<file path="src/rtl/crc_sig_pkg.sv">
package crc_sig_pkg;
    localparam int          DATA_W        = 32;
    localparam int          WORDS_PER_BLK = 16;
    localparam int          WCNT_W        = $clog2(WORDS_PER_BLK);
    localparam logic [31:0] CRC_POLY      = 32'h04C1_1DB7;
    localparam logic [31:0] CRC_SEED      = 32'hFFFF_FFFF;
    localparam logic [31:0] SIG_SEED      = 32'hFFFF_FFFF;
    localparam int          SIG_SHIFT     = 8;

    typedef enum logic [1:0] {
        PH_IDLE  = 2'd0,
        PH_RUN   = 2'd1,
        PH_MERGE = 2'd2
    } phase_e;

    // Fold one whole word into the CRC, MSB first, non-reflected
    function automatic logic [31:0] crc_fold_word(input logic [31:0] c, input logic [31:0] w);
        logic [31:0] r;
        r = c ^ w;
        for (int k = 0; k < DATA_W; k++) begin
            r = r[31] ? ((r << 1) ^ CRC_POLY) : (r << 1);
        end
        return r;
    endfunction

    function automatic logic [31:0] sig_fold(input logic [31:0] s, input logic [31:0] blk);
        return (s >> SIG_SHIFT) ^ blk;
    endfunction
endpackage

</file>
<file path="src/rtl/blk_word_fetch.sv">
module blk_word_fetch
    import crc_sig_pkg::*;
#(
    parameter int AW = 12
) (
    input  logic          clk,
    input  logic          rst,
    input  logic          load,
    input  logic [AW-1:0] load_addr,
    input  logic          go,
    output logic          rd_en,
    output logic [AW-1:0] rd_addr
);
    logic [AW-1:0]     addr_q;
    logic [WCNT_W-1:0] cnt_q;
    logic              issuing_q;

    always_ff @(posedge clk) begin
        if (rst) begin
            addr_q    <= '0;
            cnt_q     <= '0;
            issuing_q <= 1'b0;
        end else if (load) begin
            addr_q    <= load_addr;
            cnt_q     <= '0;
            issuing_q <= 1'b0;
        end else if (go) begin
            cnt_q     <= '0;
            issuing_q <= 1'b1;
        end else if (issuing_q) begin
            addr_q <= addr_q + 1'b1;
            cnt_q  <= cnt_q + 1'b1;
            if (cnt_q == WCNT_W'(WORDS_PER_BLK - 1)) issuing_q <= 1'b0;
        end
    end

    assign rd_en   = issuing_q;
    assign rd_addr = addr_q;
endmodule

</file>
<file path="src/rtl/blk_crc_engine.sv">
module blk_crc_engine
    import crc_sig_pkg::*;
(
    input  logic        clk,
    input  logic        rst,
    input  logic        word_vld,
    input  logic        first,
    input  logic [31:0] word,
    output logic [31:0] crc
);
    logic [31:0] crc_q;
    logic [31:0] base;

    assign base = first ? CRC_SEED : crc_q;

    always_ff @(posedge clk) begin
        if (rst)           crc_q <= CRC_SEED;
        else if (word_vld) crc_q <= crc_fold_word(base, word);
    end

    assign crc = crc_q;
endmodule

</file>
<file path="src/rtl/blk_sig_accum.sv">
module blk_sig_accum
    import crc_sig_pkg::*;
(
    input  logic        clk,
    input  logic        rst,
    input  logic        clear,
    input  logic        merge,
    input  logic [31:0] blk_crc,
    output logic [31:0] sig
);
    logic [31:0] sig_q;

    always_ff @(posedge clk) begin
        if (rst || clear) sig_q <= SIG_SEED;
        else if (merge)   sig_q <= sig_fold(sig_q, blk_crc);
    end

    assign sig = sig_q;
endmodule

</file>
<file path="src/rtl/blk_crc_sig.sv">
module blk_crc_sig
    import crc_sig_pkg::*;
#(
    parameter int AW = 12,
    parameter int LW = 8
) (
    input  logic          clk,
    input  logic          rst,
    input  logic          start,
    input  logic [AW-1:0] base_addr,
    input  logic [LW-1:0] num_blocks,
    input  logic          step,
    output logic          mem_rd_en,
    output logic [AW-1:0] mem_rd_addr,
    input  logic [31:0]   mem_rd_data,
    output logic [31:0]   signature,
    output logic          done,
    output logic          busy
);
    phase_e            phase_q;
    logic [LW-1:0]     left_q;
    logic              done_q;
    logic              vld_q;
    logic [WCNT_W-1:0] rcv_q;
    logic              go;
    logic              merge;
    logic [31:0]       blk_crc;

    assign go    = step && !start && (phase_q == PH_IDLE) && !done_q && (left_q != '0);
    assign merge = (phase_q == PH_MERGE) && !start;

    always_ff @(posedge clk) begin
        if (rst) begin
            phase_q <= PH_IDLE;
            left_q  <= '0;
            done_q  <= 1'b0;
            vld_q   <= 1'b0;
            rcv_q   <= '0;
        end else if (start) begin
            phase_q <= PH_IDLE;
            left_q  <= num_blocks;
            done_q  <= (num_blocks == '0);
            vld_q   <= 1'b0;
            rcv_q   <= '0;
        end else begin
            vld_q <= mem_rd_en;
            unique case (phase_q)
                PH_IDLE: begin
                    if (go) begin
                        phase_q <= PH_RUN;
                        rcv_q   <= '0;
                    end
                end
                PH_RUN: begin
                    if (vld_q) begin
                        rcv_q <= rcv_q + 1'b1;
                        if (rcv_q == WCNT_W'(WORDS_PER_BLK - 1)) phase_q <= PH_MERGE;
                    end
                end
                PH_MERGE: begin
                    phase_q <= PH_IDLE;
                    left_q  <= left_q - 1'b1;
                    done_q  <= (left_q == LW'(1));
                end
                default: phase_q <= PH_IDLE;
            endcase
        end
    end

    blk_word_fetch #(.AW(AW)) fetch_i (
        .clk      (clk),
        .rst      (rst),
        .load     (start),
        .load_addr(base_addr),
        .go       (go),
        .rd_en    (mem_rd_en),
        .rd_addr  (mem_rd_addr)
    );

    blk_crc_engine engine_i (
        .clk     (clk),
        .rst     (rst),
        .word_vld(vld_q && (phase_q == PH_RUN)),
        .first   (rcv_q == '0),
        .word    (mem_rd_data),
        .crc     (blk_crc)
    );

    blk_sig_accum accum_i (
        .clk    (clk),
        .rst    (rst),
        .clear  (start),
        .merge  (merge),
        .blk_crc(blk_crc),
        .sig    (signature)
    );

    assign done = done_q;
    assign busy = (phase_q != PH_IDLE);
endmodule

</file>
<file path="config.mk">
export PLATFORM = sky130hd
export DESIGN_NAME = blk_crc_sig
export DESIGN_NICKNAME = d
export VERILOG_FILES = /design/src/rtl/crc_sig_pkg.sv /design/src/rtl/blk_word_fetch.sv /design/src/rtl/blk_crc_engine.sv /design/src/rtl/blk_sig_accum.sv /design/src/rtl/blk_crc_sig.sv
export SDC_FILE = /design/constraint.sdc
export NUM_CORES = 1
export LEC_CHECK = 0
export BUFFER_PORTS_ARGS = -buffer_cell sky130_fd_sc_hd__buf_2
export CAP_MARGIN = 5
export CORE_UTILIZATION = 55
export CTS_BUF_LIST = sky130_fd_sc_hd__clkbuf_8
export DETAILED_ROUTE_END_ITERATION = 6
export GPL_TIMING_DRIVEN = 0
export HOLD_SLACK_MARGIN = 0.05
export PLACE_DENSITY = 0.89
export SETUP_SLACK_MARGIN = 0.02
export SYNTH_ARGS = -nofsm -noshare
export SYNTH_HDL_FRONTEND = slang
export SYNTH_SLANG_ARGS = --single-unit
</file>
<file path="constraint.sdc">
create_clock -name clk -period 4.9 [get_ports clk]
set_input_delay 0.245 -clock clk [delete_from_list [all_inputs] [get_ports clk]]
set_output_delay 0.245 -clock clk [all_outputs]
set_load 0.005 [all_outputs]
</file>
# Yosys cells after proc, flatten, opt, wreduce, memory -nomap -nowiden
# Cells that the tools add are included.
# word_totals
regBits,97
word_cells,129
input_bits,56
output_inout_bits,47
# op_classes
muxes,50
n_eq_ne,9
reduce_logical,22
n_bitwise,34
add_sub_neg,4
# ops
cell,n
$mux W27,32
$not A14 Y14,32
$mux W12,3
$mux W32,1
$xor A24 B32 Y32,1
$xor A32 B32 Y32,1
$mux W8,2
$add A12 B1 Y12 const B,1
$add A4 B1 Y4 const B,2
$eq A4 B4 Y1 const B,2
$eq A8 B1 Y1 const B,1
$logic_not A8 Y1,1
$mux W4,2
$pmux W4 S2,1
$reduce_bool A2 Y1,4
$reduce_bool A8 Y1,1
$sub A8 B1 Y8 const B,1
$logic_and A1 B1 Y1,6
$mux W2,3
$ne A2 B2 Y1 const B,3
$reduce_and A3 Y1,2
$mux W1,5
$logic_not A4 Y1,1
$pmux W2 S2,1
9 further kinds,10

# Longest topological paths before layout
# Gate-level depths: netlist (run 1).
# logic_depth
word_depth,67
depth_mapped,16
ltp_nobuf,12

# Modules after synthesis
# A second synthesis (run 1) with hierarchy kept.
# unflattened
hier_cells,794
hier_area_um2,8008.9
# modules_own_cells
mod,cells_each,area_each_um2,instances,seq_area_each_um2
blk_crc_engine,454,4822.1,1,640.6
blk_sig_accum,134,1375.1,1,640.6
blk_crc_sig,108,929.6,1,320.3
blk_word_fetch,98,882.1,1,340.3

# Least setup slack after synthesis (run 1)
# Ideal clock, no wire load.
# synth_path
path_type,reg2reg
startpoint,register rcv_q[0]
endpoint,register engine_i.crc_q[9] (netlist: engine_i.crc[9])
setup_time_ps,70
arrival_time_ps,4358
setup_slack_ps,473
stages_incl_launch_ff,16
required_ps,4830
cell_sequence,dfxtp_1 -> inv_1 -> ha_1 -> or3b_1 -> buf_6 -> buf_12 -> a211oi_4 -> xnor3_1 -> xor2_1 -> xor2_1 -> xnor3_1 -> buf_4 -> xnor3_1 -> xor2_1 -> xor3_1 -> a21oi_1
# synth_between
elab_chain_cells,43
# synth_rtl
element,line,text
from (decl),blk_crc_sig.sv:24,logic [WCNT_W-1:0] rcv_q;
from (signal assigned),blk_crc_sig.sv:56,rcv_q <= rcv_q + 1'b1;
$logic_not A4 Y1 *,blk_crc_sig.sv:84,".first (rcv_q == '0),"
$mux W32 *,blk_crc_engine.sv:14,assign base = first ? CRC_SEED : crc_q;
$xor A32 B32 Y32 *,crc_sig_pkg.sv:19,r = c ^ w;
$not A14 Y14 (no source line),-,
$mux W27,crc_sig_pkg.sv:21,r = r[31] ? ((r << 1) ^ CRC_POLY) : (r << 1);
$not A14 Y14 (no source line),-,
$mux W27,crc_sig_pkg.sv:21,
$not A14 Y14 (no source line),-,
(+25 left out),-,
$not A14 Y14 (no source line),-,
$mux W27,crc_sig_pkg.sv:21,
$not A14 Y14 (no source line),-,
$mux W27 (2 in a row),crc_sig_pkg.sv:21,
$not A14 Y14 (no source line),-,
$mux W27,crc_sig_pkg.sv:21,
$not A14 Y14 (no source line),-,
$mux W27 * (2 in a row),crc_sig_pkg.sv:21,
to (signal assigned),blk_crc_engine.sv:18,"else if (word_vld) crc_q <= crc_fold_word(base, word);"
to (decl),blk_crc_engine.sv:11,logic [31:0] crc_q;
# Every way passes the cells marked *; elsewhere a longest branch is shown, timed or not.
# A chain may end at the register's enable or synchronous reset.

# Final worst setup path (run 1)
# Ends and elaborated chain as after synthesis.

==> flow_summary.yaml, run 1 <==
layout:
  register_area_mm2: 0.00194
  final_cell_mix: "165 x xnor2_1, 103 x buf_2, 97 x dfxtp_1"
  filler_cell_count: 995
  synthToLayoutAreaGrowth_pct: 16.1
  drive_gt1_frac: 0.202
  nets: 978
  design_area_mm2: 0.00881
  n_antenna_cell: 0
  final_common_cell: "xnor2_1"
  multiInputGateArea_mm2: 0.00555
setup_path:
  reg2regPathDepth: 14
  cp_top_family: "XOR/XNOR gates"
  cpPeakStageDelay_ps: 660
  critPathKind: "reg2reg"
  crit_arrival_ps: 5380
  path_cells: "inv_1 -> ha_1 -> or3b_1 -> buf_6 -> buf_12 -> a211oi_4 -> buf_4 -> xor2_1 -> xnor3_1 -> xnor2_2 -> xnor3_2 -> xnor2_1 -> xor3_1 -> a21oi_1"
  critPathBufInv: 4
  cp.depth: 14
  start_kind: "register"
  critPathSlowestCell: "xnor3_1"
  required_ps: 5210
  cp-end-kind: "register"
  critPathMaxFanout: 10
cts:
  clock_latency_ps: 370
  cts_hold_buf: 0
  htree_levels: 3
  tritoncts: "built"
  clockRootBuffer: "clkbuf_8"
  clk_path_buf_depth: 2
  clkTransAtPathRegs_ps: 100
  clock_sinks: 97
  cts_buffers: 9
power_and_ir_drop:
  clkPwrFrac: 0.087
  swShare: 0.444
  power_frac_comb: 0.793
  power_density_mw_per_mm2: 766
  p_sw_w: 0.00300
  p_int_w: 0.00375
  peakVddDrop_v: 0.000699
  sequentialPowerShare: 0.120
  p_leak_nw: 3.77
die:
  die_y_um: 119
  core-area_mm2: 0.0133
  start_util: 0.569
  row_count: 42
  die_w_um: 119
  dieArea_mm2: 0.0143
  io_pins: 103
sta:
  max_slew_margin: 0.385
  setup_viol: 4
  worst_slack_ps: -172
  drv_slew: 0
  post-route-min-period_ps: 5070
  fmax_mhz: 197
  fin_setup_tns_ps: -386
  worst_pin_slew_ps: 916
  final-hold-violation-count: 0
  worst_clock_skew_ps: 9.57
  rsz0062_at_grt: "true"
  post-route-period-util: 1.04
grt:
  grt.overflow.total: 0
  grt_util_met2: 0.466
  grt_pass1_wl_um: 32500
  met1_usage: 0.401
  use_met3: 0.0475
  top_usage_layer: "met2"
  first_global_vias: 5939
  grt_max_degree: 17
  antenna_found_initial: 0
  grtUsageTotal: 0.298
placement:
  post-place-ws_ps: -202
  io_buffer_count: 102
  dp_hpwl_um: 16500
  place_area_mm2: 0.00832
  place.gp.congestion: 0.948
yosys:
  synth.area.top_cells: "dfxtp_1 26%, xnor2_1 20%, xnor3_1 12%"
  async_flop_share: 0
  synth_top_area_frac: 0.256
  ys_ff_latch: 97
  synth_area_mm2: 0.00759
  syn_nets: 845
  syn_area_per_cell_um2: 9.71
  yosys.area.top_type: "dfxtp_1"
  synth_cells: 782
  ys_warn_count: 0
  seq_area_frac_synth: 0.256
  synth_cell_types: 52
  synth_edf_count: 0
  synthFlopType: "dfxtp_1"
status:
  violations: "setup timing"
  outcome: "complete, but fails checks"
detailed_routing:
  drc: 0
  vias: 6500
  drt_iter0_markers: 695
  avgViaCountPerCell: 5.93
  wl_per_cell_um: 20.5
  wirelength_um: 22500
  first_pass_iters: 5
  postRouteAntennaNets: 0
min_path:
  hold_class: "in2reg"
  hold_depth: 3
flow_run:
  drv_cap: 0
-- logic make-up after synthesis --
group,synth area share
AO/OA/AOI/OAI,0.106
adder cells (fa/ha/maj),0.0115
multiplexers,0.00527
AND/OR/NAND/NOR,0.153
XOR/XNOR,0.442
flip-flops,0.256
buffers and inverters,0.0260
-- metrics by stage --
step	std cells	hold slack, ps	total power (W)	util
detailed placement	1060	469	0.00573	0.624
CTS	1081	122	0.00635	0.646
finish	1096	110	0.00675	0.660
global placement	1060	460	0.00567	0.624
floorplan	782	384	0.00485	-
global route	1096	124	0.00694	0.660
-- tightest hold or removal path, stage by stage --
cell	delay (ps)
buf_2	80
a21oi_1	60
nor2_1	70
-- registers in the layout, indices dropped and copies added, names as in the netlist --
signal,cells
fetch_i.cnt_q,4
phase_q,2
vld_q,1
fetch_i.rd_addr,12
accum_i.sig,32
engine_i.crc,32
fetch_i.rd_en,1
done,1
rcv_q,4
left_q,8
-- path summary, 6_finish.rpt --
| kind | start | to | slack [ps] |
|---|---|---|---|
| worst max-delay path | rcv_q[0]$_SDFFE_PP0P_ | engine_i.crc[9]$_SDFFE_PP1P_ | -170 |
| worst min-delay path | base_addr[9] | fetch_i.rd_addr[9]$_SDFFE_PP0P_ | 110 |
| worst max register to register | rcv_q[0]$_SDFFE_PP0P_ | engine_i.crc[9]$_SDFFE_PP1P_ | -170 |
| worst min register to register | accum_i.sig[7]$_SDFFE_PP1P_ | accum_i.sig[7]$_SDFFE_PP1P_ | 490 |
-- routing by layer --
| metal | share of wire | up-vias | wire, um |
|---|---|---|---|
| met5 | 0 | - | 0 |
| met1 | 0.40 | 3057 | 8900 |
| met3 | 0.095 | 95 | 2140 |
| met2 | 0.45 | 422 | 10200 |
| li1 | - | 2926 | - |
| met4 | 0.055 | 0 | 1250 |
-- power by group through the flow --
| stage | logic, W | clock network (W) | registers (W) |
|---|---|---|---|
| after floorplan | 0.00402 | 0 | 0.000827 |
| after global placement | 0.00484 | 0 | 0.000828 |
| after detailed placement | 0.00490 | 0 | 0.000829 |
| after CTS | 0.00497 | 0.000572 | 0.000810 |
| after global routing | 0.00552 | 0.000607 | 0.000812 |
| final | 0.00535 | 0.000586 | 0.000810 |
-- synthesized netlist by cell type (9+ instances only) --
library cell / count
clkbuf_1: 29
o211ai_1: 38
and2_1: 15
nand2_1: 72
nor2_1: 78
xor2_1: 39
dfxtp_1: 97
nand4_1: 9
xnor2_1: 170
xnor3_1: 41
xor3_1: 9
nand3_1: 17
nor3_1: 16
a21oi_1: 41
-- cell type report --
class	instances	share of cell area
buffer	37	0.0196
clock buffer	9	0.0141
clock inverter	7	0.0108
inverter	7	0.00298
multi-input combinational	641	0.629
sequential	97	0.220
tap	176	0.0250
timing repair buffer	122	0.0778
-- what timing repair did --
item / in CTS / in global routing
setup buffers: 5 / 15
endpoints found under the hold margin: 0 / 0
pin swaps: 3 / 6
gates resized for setup: 7 / 6
setup endpoints to repair: 21 / 17
Note: power is estimated with default switching activity, not from simulation.
==> run 2: changes to the inputs <==
Settings changed: CORE_UTILIZATION 55 to 49, PLACE_DENSITY 0.89 to 0.82.
Clock period 4.9 ns to 5.4 ns, I/O delays scaled along.
==> flow_summary.yaml, run 2 (synthesis results as in run 1) <==
min_path:
  holdPathEnd: "fetch_i.rd_addr[2]$_SDFFE_PP0P_"
  hold_depth: 3
  hold_start: "base_addr[2]"
  hold_class: "in2reg"
cts:
  tritoncts: "built"
  clockRootBuffer: "clkbuf_8"
  htree_levels: 3
  clkTransAtPathRegs_ps: 90
  clock_sinks: 97
  clock_latency_ps: 380
  clk_path_buf_depth: 2
  cts_buffers: 9
  cts_hold_buf: 0
setup_path:
  critPathSlowestCell: "a211oi_4"
  required_ps: 5710
  path_cells: "inv_1 -> ha_1 -> or3b_1 -> buf_6 -> buf_12 -> a211oi_4 -> xnor3_1 -> xor2_1 -> xor2_1 -> xnor3_1 -> buf_4 -> xnor3_1 -> xor2_1 -> xor3_1 -> a21oi_1"
  start_kind: "register"
  critPathMaxFanout: 10
  cpPeakStageDelay_ps: 630
  ff2ff_setup_slack_ps: 120
  crit_arrival_ps: 5590
  critPathKind: "reg2reg"
  cp-end-kind: "register"
  r2r-end: "engine_i.crc[9]$_SDFFE_PP1P_"
  r2r_start: "rcv_q[0]$_SDFFE_PP0P_"
  reg2regPathDepth: 15
status:
  outcome: "completed"
power_and_ir_drop:
  peakVddDrop_v: 0.000564
  power_density_mw_per_mm2: 681
  finalPower_w: 0.00582
  p_leak_nw: 3.63
layout:
  final_cell_mix: "169 x xnor2_1, 103 x buf_2, 97 x dfxtp_1"
  filler_cell_count: 1298
  drive_gt1_frac: 0.172
  synthToLayoutAreaGrowth_pct: 12.4
  nets: 958
  n_antenna_cell: 0
  final_common_cell: "xnor2_1"
grt:
  grt_pass1_wl_um: 32000
  grt.overflow.total: 0
  antenna_found_initial: 0
  grtUsageTotal: 0.262
  first_global_vias: 5922
  grt_max_degree: 15
sta:
  setup_viol: 0
  post-route-period-util: 0.978
  drv_slew: 0
  worst_slack_ps: 121
  post-route-min-period_ps: 5280
  worst_clock_skew_ps: 9.57
  fmax_mhz: 189
  max_slew_margin: 0.379
  rsz0062_at_grt: "false"
  final-hold-violation-count: 0
  worst_pin_slew_ps: 929
  hold_ws_ps: 120
  fin_setup_tns_ps: 0
detailed_routing:
  vias: 6041
  postRouteAntennaNets: 0
  first_pass_iters: 5
  wirelength_um: 20400
  avgViaCountPerCell: 5.56
  wl_per_cell_um: 18.8
  drc: 0
  drt_iter0_markers: 508
die:
  start_util: 0.501
  row_count: 45
  io_pins: 103
  die_w_um: 126
  core-area_mm2: 0.0151
  dieArea_mm2: 0.0160
  die_y_um: 126
placement:
  dp_hpwl_um: 16700
  post-place-ws_ps: 257
  io_buffer_count: 102
  place.gp.congestion: 0.944
flow_run:
  drv_cap: 0
run 2: routing by layer:
layer  up-vias  GRT usage  part of all wire  wire length [um]
met3        41     0.0405             0.073              1480
met1      2869      0.330              0.42              8540
met5         -          0                 0                 0
met2       250      0.435              0.47              9670
li1       2881          -                 -                 -
met4         0      0.137             0.035               716
run 2: what timing repair did:
action | in CTS | in global routing
buffers inserted | 0 | 0
endpoints found under the setup margin | 0 | 1
gates resized for setup | 0 | 1
run 2: worst max-delay path by stage:
stage                                         endpoint  cells after the start                   from  slack (ps)
final                     engine_i.crc[9]$_SDFFE_PP1P_                     15  rcv_q[0]$_SDFFE_PP0P_         120
after global routing      engine_i.crc[9]$_SDFFE_PP1P_                     15  rcv_q[0]$_SDFFE_PP0P_          30
after CTS                 engine_i.crc[9]$_SDFFE_PP1P_                     13  rcv_q[0]$_SDFFE_PP0P_         200
after detailed placement  engine_i.crc[9]$_SDFFE_PP1P_                     15  rcv_q[0]$_SDFFE_PP0P_         260
after global placement    engine_i.crc[9]$_SDFFE_PP1P_                     13  rcv_q[0]$_SDFFE_PP0P_         290
after floorplan           engine_i.crc[9]$_SDFFE_PP1P_                     15  rcv_q[0]$_SDFFE_PP0P_         970
run 2: report_power, final:
part	leakage, nW	switching, W	internal [W]
sequential	0.788	0.0000103	0.000725
clock	0.106	0.000244	0.000220
combinational	2.73	0.00231	0.00231
total	3.63	0.00256	0.00326
run 2: cell type report:
type	count	area, um2	share of cell area
Multi-Input combinational cell	641	5460	0.640
Sequential cell	97	1940	0.228
Timing Repair Buffer	102	510	0.0598
Tap cell	188	235	0.0276
Buffer	37	171	0.0201
Clock buffer	10	138	0.0161
Clock inverter	5	50.0	0.00587
Inverter	7	26.3	0.00308
run 2: critical path, delay by kind of cell, from the launching register on:
kind                       cells  cell delay (ps)
AOI/OAI and AO/OA              2              780
xor gates and xnor gates       7             2880
adders and majority gates      1              250
buffers and inverters          4              560
DFF                            1              350
and+or+nand+nor                1              380
run 2: per-stage QoR:
stage | utilization | cell area (um2) | std cells
final | 0.563 | 8530 | 1087
after global routing | 0.563 | 8530 | 1087
after CTS | 0.563 | 8530 | 1087
after detailed placement | 0.551 | 8340 | 1072
after global placement | 0.551 | 8340 | 1072
after floorplan | - | 7590 | 782
==> run 3: changes to the inputs <==
Settings changed: REMOVE_ABC_BUFFERS set to 1.
==> flow_summary.yaml, run 3 (synthesis results as in run 1) <==
status:
  outcome: "completed"
grt:
  first_global_vias: 5629
  grtUsageTotal: 0.242
  antenna_found_initial: 0
  grt_pass1_wl_um: 30000
  grt_max_degree: 55
  grt.overflow.total: 0
layout:
  design_area_mm2: 0.00854
  filler_cell_count: 1277
  multiInputGateArea_mm2: 0.00550
  n_antenna_cell: 0
  register_area_mm2: 0.00194
  final_cell_mix: "169 x xnor2_1, 102 x buf_2, 97 x dfxtp_1"
  nets: 932
  final_core_util: 0.564
  final_common_cell: "xnor2_1"
  final_cells: 1061
  synthToLayoutAreaGrowth_pct: 12.5
  drive_gt1_frac: 0.195
sta:
  worst_clock_skew_ps: 14.1
  final-hold-violation-count: 0
  setup_viol: 0
  drv_slew: 0
  worst_pin_slew_ps: 1040
  post-route-period-util: 0.942
  post-route-min-period_ps: 5090
  fmax_mhz: 197
  max_slew_margin: 0.302
  worst_slack_ps: 313
  rsz0062_at_grt: "false"
die:
  start_util: 0.501
  dieArea_mm2: 0.0160
  die_w_um: 126
  core-area_mm2: 0.0151
  die_y_um: 126
  io_pins: 103
  row_count: 45
setup_path:
  critPathMaxFanout: 15
  crit_arrival_ps: 5390
  cpPeakStageDelay_ps: 650
  ff2ff_setup_slack_ps: 310
  cp-end-kind: "register"
  r2r-end: "engine_i.crc[9]$_SDFFE_PP1P_"
  start_kind: "register"
  r2r_start: "rcv_q[0]$_SDFFE_PP0P_"
  critPathKind: "reg2reg"
  critPathSlowestCell: "xnor3_2"
  reg2regPathDepth: 13
  required_ps: 5710
  path_cells: "inv_1 -> ha_1 -> nor3b_4 -> buf_6 -> nor2_1 -> xnor2_1 -> xnor3_2 -> xor2_1 -> xnor3_2 -> xnor3_1 -> xor2_1 -> xor3_1 -> a21oi_1"
detailed_routing:
  avgViaCountPerCell: 5.59
  first_pass_iters: 4
  postRouteAntennaNets: 0
  drc: 0
  vias: 5931
  wirelength_um: 19100
  wl_per_cell_um: 18.0
  drt_iter0_markers: 470
power_and_ir_drop:
  power_density_mw_per_mm2: 674
  finalPower_w: 0.00576
  peakVddDrop_v: 0.000519
  p_leak_nw: 3.64
placement:
  io_buffer_count: 102
  place_area_mm2: 0.00824
  dp_hpwl_um: 14700
  place.gp.congestion: 0.951
  dp_cells: 1039
  post-place-ws_ps: -118
min_path:
  hold_start: "base_addr[6]"
  hold_class: "in2reg"
  hold_depth: 3
  holdPathEnd: "fetch_i.rd_addr[6]$_SDFFE_PP0P_"
cts:
  tritoncts: "built"
  clk_path_buf_depth: 2
  cts_buffers: 9
  clkTransAtPathRegs_ps: 90
  clock_latency_ps: 370
  clock_sinks: 97
  htree_levels: 3
  clockRootBuffer: "clkbuf_8"
flow_run:
  drv_cap: 0
## run 3: per-layer routing
layer / share of wire / wire length [um] / global-route usage / up-vias
met5: 0 / 0 / 0 / -
met4: 0.026 / 495 / 0.0886 / 0
met3: 0.072 / 1380 / 0.0342 / 37
met2: 0.46 / 8840 / 0.391 / 216
met1: 0.44 / 8380 / 0.331 / 2839
li1: - / - / - / 2839
## run 3: how the worst max path moves through the flow
| stage | from | to | slack, ps | cells past startpoint |
|---|---|---|---|---|
| after floorplan | rcv_q[0]$_SDFFE_PP0P_ | engine_i.crc[9]$_SDFFE_PP1P_ | 150 | 12 |
| after global placement | rcv_q[0]$_SDFFE_PP0P_ | engine_i.crc[9]$_SDFFE_PP1P_ | -1450 | 12 |
| after detailed placement | rcv_q[0]$_SDFFE_PP0P_ | engine_i.crc[23]$_SDFFE_PP1P_ | -120 | 12 |
| after CTS | rcv_q[0]$_SDFFE_PP0P_ | engine_i.crc[23]$_SDFFE_PP1P_ | 40 | 12 |
| after global routing | rcv_q[0]$_SDFFE_PP0P_ | engine_i.crc[9]$_SDFFE_PP1P_ | 50 | 13 |
| final | rcv_q[0]$_SDFFE_PP0P_ | engine_i.crc[9]$_SDFFE_PP1P_ | 310 | 13 |
## run 3: power by group
| part | switching [W] | total, W | internal (W) |
|---|---|---|---|
| logic | 0.00220 | 0.00450 | 0.00230 |
| registers | 0.0000110 | 0.000736 | 0.000725 |
| clock network | 0.000262 | 0.000523 | 0.000261 |
## run 3: final cells by class
type	instances	area share
multi-input combinational	641	0.644
sequential	97	0.227
timing repair buffer	113	0.0731
tap	188	0.0275
clock buffer	9	0.0145
clock inverter	6	0.0105
inverter	7	0.00308
## run 3: worst max-delay path, delay by kind of cell (launching register included)
family	cells	cell delay [ps]
xor gates and xnor gates	7	3100
and+or+nand+nor	2	700
adders and majority gates	1	410
AOI/OAI and AO/OA	1	140
DFF	1	340
buffers and inverters	2	320
## run 3: repair_timing
item | in CTS | in global routing
buffers inserted | 3 | 4
endpoints found under the setup margin | 9 | 20
pin swaps | 2 | 1
gates cloned | 0 | 0
gates resized for setup | 2 | 5
hold buffers | 0 | 0
## run 3: per-stage QoR
stage	TNS [ps]	hold slack, ps
after global routing	0	138
after floorplan	0	342
after global placement	-34180	460
final	0	129
after detailed placement	-255	470
after CTS	0	117
